File: config.mk
export PLATFORM = sky130hd
export DESIGN_NAME = cpu_clk_reset_gen
export DESIGN_NICKNAME = d
export VERILOG_FILES = /design/src/rtl/ckrg_pkg.sv /design/src/rtl/ckrg_div2.sv /design/src/rtl/ckrg_sync.sv /design/src/rtl/ckrg_qual.sv /design/src/rtl/cpu_clk_reset_gen.sv
export SDC_FILE = /design/constraint.sdc
export NUM_CORES = 1
export LEC_CHECK = 0
export ABC_AREA = 1
export BUFFER_PORTS_ARGS = -buffer_cell sky130_fd_sc_hd__buf_2
export CAP_MARGIN = 5
export CORE_AREA = 2 2 39 41
export CTS_BUF_LIST = sky130_fd_sc_hd__clkbuf_16
export CTS_CLUSTER_DIAMETER = 150
export DETAILED_ROUTE_END_ITERATION = 12
export DIE_AREA = 0 0 41 43
export PLACE_DENSITY_LB_ADDON = 0.25
export SETUP_SLACK_MARGIN = 0.2
export SLEW_MARGIN = 5
export SYNTH_ARGS = -nofsm -noshare
export SYNTH_HDL_FRONTEND = slang
export SYNTH_SLANG_ARGS = --single-unit
export TNS_END_PERCENT = 5
File: constraint.sdc
create_clock -name osc_clk_i -period 2.1 [get_ports osc_clk_i]
set_input_delay 0.42 -clock osc_clk_i [delete_from_list [all_inputs] [get_ports osc_clk_i]]
set_output_delay 0.42 -clock osc_clk_i [all_outputs]
set_load 0.01 [all_outputs]
File: src/rtl/ckrg_pkg.sv
package ckrg_pkg;

  // Width needed to hold a count from 0 up to and including lim.
  function automatic int unsigned cnt_width(input int unsigned lim);
    return (lim < 2) ? 1 : $clog2(lim + 1);
  endfunction

  // Next value of the consecutive-low run counter. It saturates at lim,
  // and any high sample sends it back to zero.
  function automatic int unsigned low_run_next(input int unsigned cur,
                                               input logic        is_low,
                                               input int unsigned lim);
    if (!is_low)
      return 0;
    else if (cur >= lim)
      return lim;
    else
      return cur + 1;
  endfunction

  // True once the run has reached the acceptance threshold.
  function automatic logic run_accepted(input int unsigned run,
                                        input int unsigned lim);
    return run >= lim;
  endfunction

endpackage

File: src/rtl/ckrg_div2.sv
module ckrg_div2 (
  input  logic osc_clk_i,
  output logic div_clk_o,
  output logic rise_tick_o
);

  // Power-up value fixes the phase of the divided clock.
  logic div_q   = 1'b0;
  logic armed_q = 1'b0;

  always_ff @(posedge osc_clk_i) begin
    div_q   <= ~div_q;
    armed_q <= 1'b1;
  end

  assign div_clk_o   = div_q;
  // High when the coming oscillator edge takes the divided clock 0 -> 1.
  assign rise_tick_o = ~div_q;

  // the divided clock changes level on every oscillator edge.
  p_toggle_r1: assert property (@(posedge osc_clk_i) disable iff (!armed_q)
    div_q != $past(div_q));

endmodule

File: src/rtl/ckrg_sync.sv
module ckrg_sync #(
  parameter int unsigned STAGES = 2
) (
  input  logic osc_clk_i,
  input  logic en_i,
  input  logic d_i,
  output logic q_o
);

  // Every stage powers up at the idle (request released) level.
  logic [STAGES-1:0] stg_q = '1;

  generate
    for (genvar gi = 0; gi < STAGES; gi++) begin : g_stage
      if (gi == 0) begin : g_first
        always_ff @(posedge osc_clk_i)
          if (en_i) stg_q[0] <= d_i;
      end else begin : g_next
        always_ff @(posedge osc_clk_i)
          if (en_i) stg_q[gi] <= stg_q[gi-1];
      end
    end
  endgenerate

  assign q_o = stg_q[STAGES-1];

  initial begin
    if (STAGES < 2) $error("ckrg_sync needs at least two stages");
  end

endmodule

File: src/rtl/ckrg_qual.sv
module ckrg_qual
  import ckrg_pkg::*;
#(
  parameter int unsigned MIN_LOW = 3
) (
  input  logic osc_clk_i,
  input  logic en_i,
  input  logic req_n_sync_i,
  output logic rst_o
);

  localparam int unsigned CNT_W = cnt_width(MIN_LOW);
  localparam logic [CNT_W-1:0] LIM      = CNT_W'(MIN_LOW);
  localparam logic [CNT_W-1:0] LIM_LESS = CNT_W'(MIN_LOW - 1);

  logic [CNT_W-1:0] run_q   = '0;
  logic             rst_q   = 1'b0;
  logic             armed_q = 1'b0;
  logic [CNT_W-1:0] run_nxt;
  logic             sample_low;

  assign sample_low = ~req_n_sync_i;

  always_comb begin
    run_nxt = CNT_W'(low_run_next(32'(run_q), sample_low, MIN_LOW));
  end

  always_ff @(posedge osc_clk_i) begin
    armed_q <= 1'b1;
    if (en_i) begin
      run_q <= run_nxt;
      rst_q <= run_accepted(32'(run_nxt), MIN_LOW);
    end
  end

  assign rst_o = rst_q;

  // the run counter never passes the threshold.
  p_run_sat_r6: assert property (@(posedge osc_clk_i) disable iff (!armed_q)
    run_q <= LIM);

  // a high sample clears the run.
  p_run_clear_r5: assert property (@(posedge osc_clk_i) disable iff (!armed_q)
    (en_i && req_n_sync_i) |=> (run_q == '0));

  // the third consecutive low sample accepts the reset.
  p_accept_r4: assert property (@(posedge osc_clk_i) disable iff (!armed_q)
    (en_i && !req_n_sync_i && run_q == LIM_LESS) |=> rst_q);

  // the reset holds while the request stays low.
  p_hold_r6: assert property (@(posedge osc_clk_i) disable iff (!armed_q)
    (en_i && !req_n_sync_i && rst_q) |=> rst_q);

  // a high synchronized sample releases the reset.
  p_release_r7: assert property (@(posedge osc_clk_i) disable iff (!armed_q)
    (en_i && req_n_sync_i) |=> !rst_q);

  // nothing moves on oscillator edges where the divided clock falls.
  p_quiet_fall_r9: assert property (@(posedge osc_clk_i) disable iff (!armed_q)
    !en_i |=> $stable(rst_q));

endmodule

File: src/rtl/cpu_clk_reset_gen.sv
module cpu_clk_reset_gen #(
  parameter int unsigned MIN_LOW_CYC = 3,
  parameter int unsigned SYNC_STAGES = 2
) (
  input  logic osc_clk_i,
  input  logic rst_req_n_i,
  output logic cpu_clk_o,
  output logic core_rst_n_o,
  output logic periph_rst_o
);

  logic rise_tick;
  logic req_n_sync;
  logic accepted;

  ckrg_div2 u_div (
    .osc_clk_i   (osc_clk_i),
    .div_clk_o   (cpu_clk_o),
    .rise_tick_o (rise_tick)
  );

  ckrg_sync #(.STAGES(SYNC_STAGES)) u_sync (
    .osc_clk_i (osc_clk_i),
    .en_i      (rise_tick),
    .d_i       (rst_req_n_i),
    .q_o       (req_n_sync)
  );

  ckrg_qual #(.MIN_LOW(MIN_LOW_CYC)) u_qual (
    .osc_clk_i    (osc_clk_i),
    .en_i         (rise_tick),
    .req_n_sync_i (req_n_sync),
    .rst_o        (accepted)
  );

  assign periph_rst_o = accepted;
  assign core_rst_n_o = ~accepted;

endmodule

==> impl_metrics.env <==
export IMPL_ir_worst_vdd_uv=705
export IMPL_critPathSlowestCell="edfxtp_1"
export IMPL_core_area_sq_um=1380
export IMPL_cts_tree="built"
export IMPL_regArea_sq_um=170
export IMPL_worstSetupPathType="reg2out"
export IMPL_ys_warn_count=0
export IMPL_die_area_sq_um=1760
export IMPL_worst_path_max_fanout=2
export IMPL_fp_dieW_um=41
export IMPL_max_freq_mhz=846
export IMPL_grt_max_degree=7
export IMPL_crit_buf_inv=2
export IMPL_synth_cell_type_count=6
export IMPL_clk_pin_slew_ns=0.03
export IMPL_netlist_instances=16
export IMPL_first_pass_iters=1
export IMPL_grt_pass1_vias=117
export IMPL_fp_dieH_um=43
export IMPL_slew_headroom_pct=85.7
export IMPL_grt_pass1_wl_um=469
export IMPL_final_layout_size_suffix_gt1_share_pct=29.2
export IMPL_antenna_found_initial=0
export IMPL_maxSlewViolCount=0
export IMPL_synthesis_nets=18
export IMPL_netlist_area_sq_um=209
export IMPL_yosysSeqAreaShare_pct=81.4
export IMPL_period_needed_ns=1.18
export IMPL_fin_setup_tns_ns=0
export IMPL_grt_overflow=0
export IMPL_ant_nets=0
export IMPL_post_cts_setup_buffers=0
export IMPL_cap_violations=0
export IMPL_start_kind="flop"
export IMPL_dp_hpwl_um=195
export IMPL_numCtsBuffers=3
export IMPL_status="finished clean"
export IMPL_multiInputGateArea_sq_um=16.3
export IMPL_rsz0062_at_grt="no"
export IMPL_drc_errors=0
export IMPL_power_density_nw_per_um2=1340
export IMPL_final_fill_count=146
export IMPL_fin_crit_sh_pct=56.3
export IMPL_htree_levels=1
export IMPL_routed_via_count=122
export IMPL_n_antenna_cell=0
export IMPL_wl_um=302
export IMPL_post_cts_resized=0
export IMPL_fin_skew_ns=0.00180
export IMPL_cp_required_ns=1.68
export IMPL_clkLatencyLatePin_ns=0.23
export IMPL_initial_core_util_pct=15.1
export IMPL_synth_seq_cells=6
export IMPL_clock_sinks=6
export IMPL_cts_buffer_depth=2
export IMPL_leakagePower_uw=0.000151
export IMPL_endpoint_kind="primary output"
export IMPL_worstMarginPinSlew_ns=0.212
export IMPL_setup_viol=0
export IMPL_hold_path_class="in2reg"
export IMPL_syn_to_final_growth_pct=56.9
export IMPL_num_rows=14
export IMPL_worst_ep_arrival_time_ns=0.76
export IMPL_grtUsageTotal_pct=4.65
export IMPL_gp_congestion=0.497
export IMPL_port_buffers=4
export IMPL_wl_met2_um=136
export IMPL_crit_path_cell_trace="inv_1, buf_2"
export IMPL_via_per_inst=3.05
export IMPL_worst_hold_slack_ns=0.373
export IMPL_ioPinCount=5
export IMPL_routed_wl_met3_um=22
export IMPL_avgSynthCellArea_sq_um=13.1
export IMPL_met1_length_um=143
export IMPL_max_stage_delay_ns=0.36
export IMPL_cts_root_buf="clkbuf_16"
export IMPL_final_cell_mix="7 x inv_1, 5 x edfxtp_1, 4 x buf_2"
export IMPL_final_nets=27
export IMPL_wire_per_inst_um=7.55
export IMPL_hold_viol=0
export IMPL_drt_initial_drc_count=0
export IMPL_critPathTopFamily="flip-flops"
export IMPL_cts_hold_fix_buffers=0
export IMPL_top_layer="met3"
export IMPL_mostFrequentLayoutCell="inv_1"
-- path summary, 6_finish.rpt --
check                        from               to  slack, ns  depth (start not counted)
setup / recovery     u_qual.rst_o     core_rst_n_o       0.92                          2
setup reg to reg  u_qual.run_q[0]  u_qual.run_q[1]       1.17                          2
hold reg to reg   u_sync.stg_q[0]       u_sync.q_o       0.42                          0
hold / removal        rst_req_n_i  u_sync.stg_q[0]       0.37                          1
-- registers in the layout, summed over array words and instances (netlist names) --
register	count
u_div.div_clk_o	1
u_qual.rst_o	1
u_qual.run_q	2
u_sync.q_o	1
u_sync.stg_q	1
-- routing by layer --
metal	vias up	track usage (%)
li1	63	-
met1	54	4.28
met2	5	5.63
met3	0	3.14
met5	-	0
met4	0	6.00
-- power by group --
| group | leakage [uW] | switching (uW) | total (uW) | internal [uW] |
|---|---|---|---|---|
| combinational | 0.0000567 | 0.218 | 0.852 | 0.634 |
| sequential | 0.0000524 | 0 | 128 | 128 |
| clock | 0.0000423 | 62.4 | 309 | 247 |
-- through the flow --
step	instances	util (%)	power [uW]	setup WS (ns)	cell area (sq um)
after floorplan	16	-	130	1.15	209
after global placement	36	18.0	131	1.16	249
after detailed placement	36	18.0	131	1.15	249
after CTS	40	23.7	444	0.910	328
after global routing	40	23.7	450	0.874	328
final	40	23.7	438	0.918	328
-- synthesized netlist by cell type --
cell type  instances  area [sq um]
edfxtp_1           5           150
nand2_1            2          7.51
nor2_1             1          3.75
dfxtp_1            1          20.0
o21ai_0            1          5.00
inv_1              6          22.5
-- cell families after synthesis --
family | after synthesis | share of synthesized area (%)
flip-flops | 6 | 81.4
buffers and inverters | 6 | 10.8
AND/OR/NAND/NOR | 3 | 5.39
AO/OA/AOI/OAI | 1 | 2.39
-- cell type report --
cell class,count,share of cell area (%)
Clock buffer,3,22.9
Clock inverter,1,1.15
Inverter,6,6.87
Multi-Input combinational cell,4,4.96
Sequential cell,6,51.9
Tap cell,16,6.11
Timing Repair Buffer,4,6.11
No activity file was read; power rests on OpenSTA's default activity.
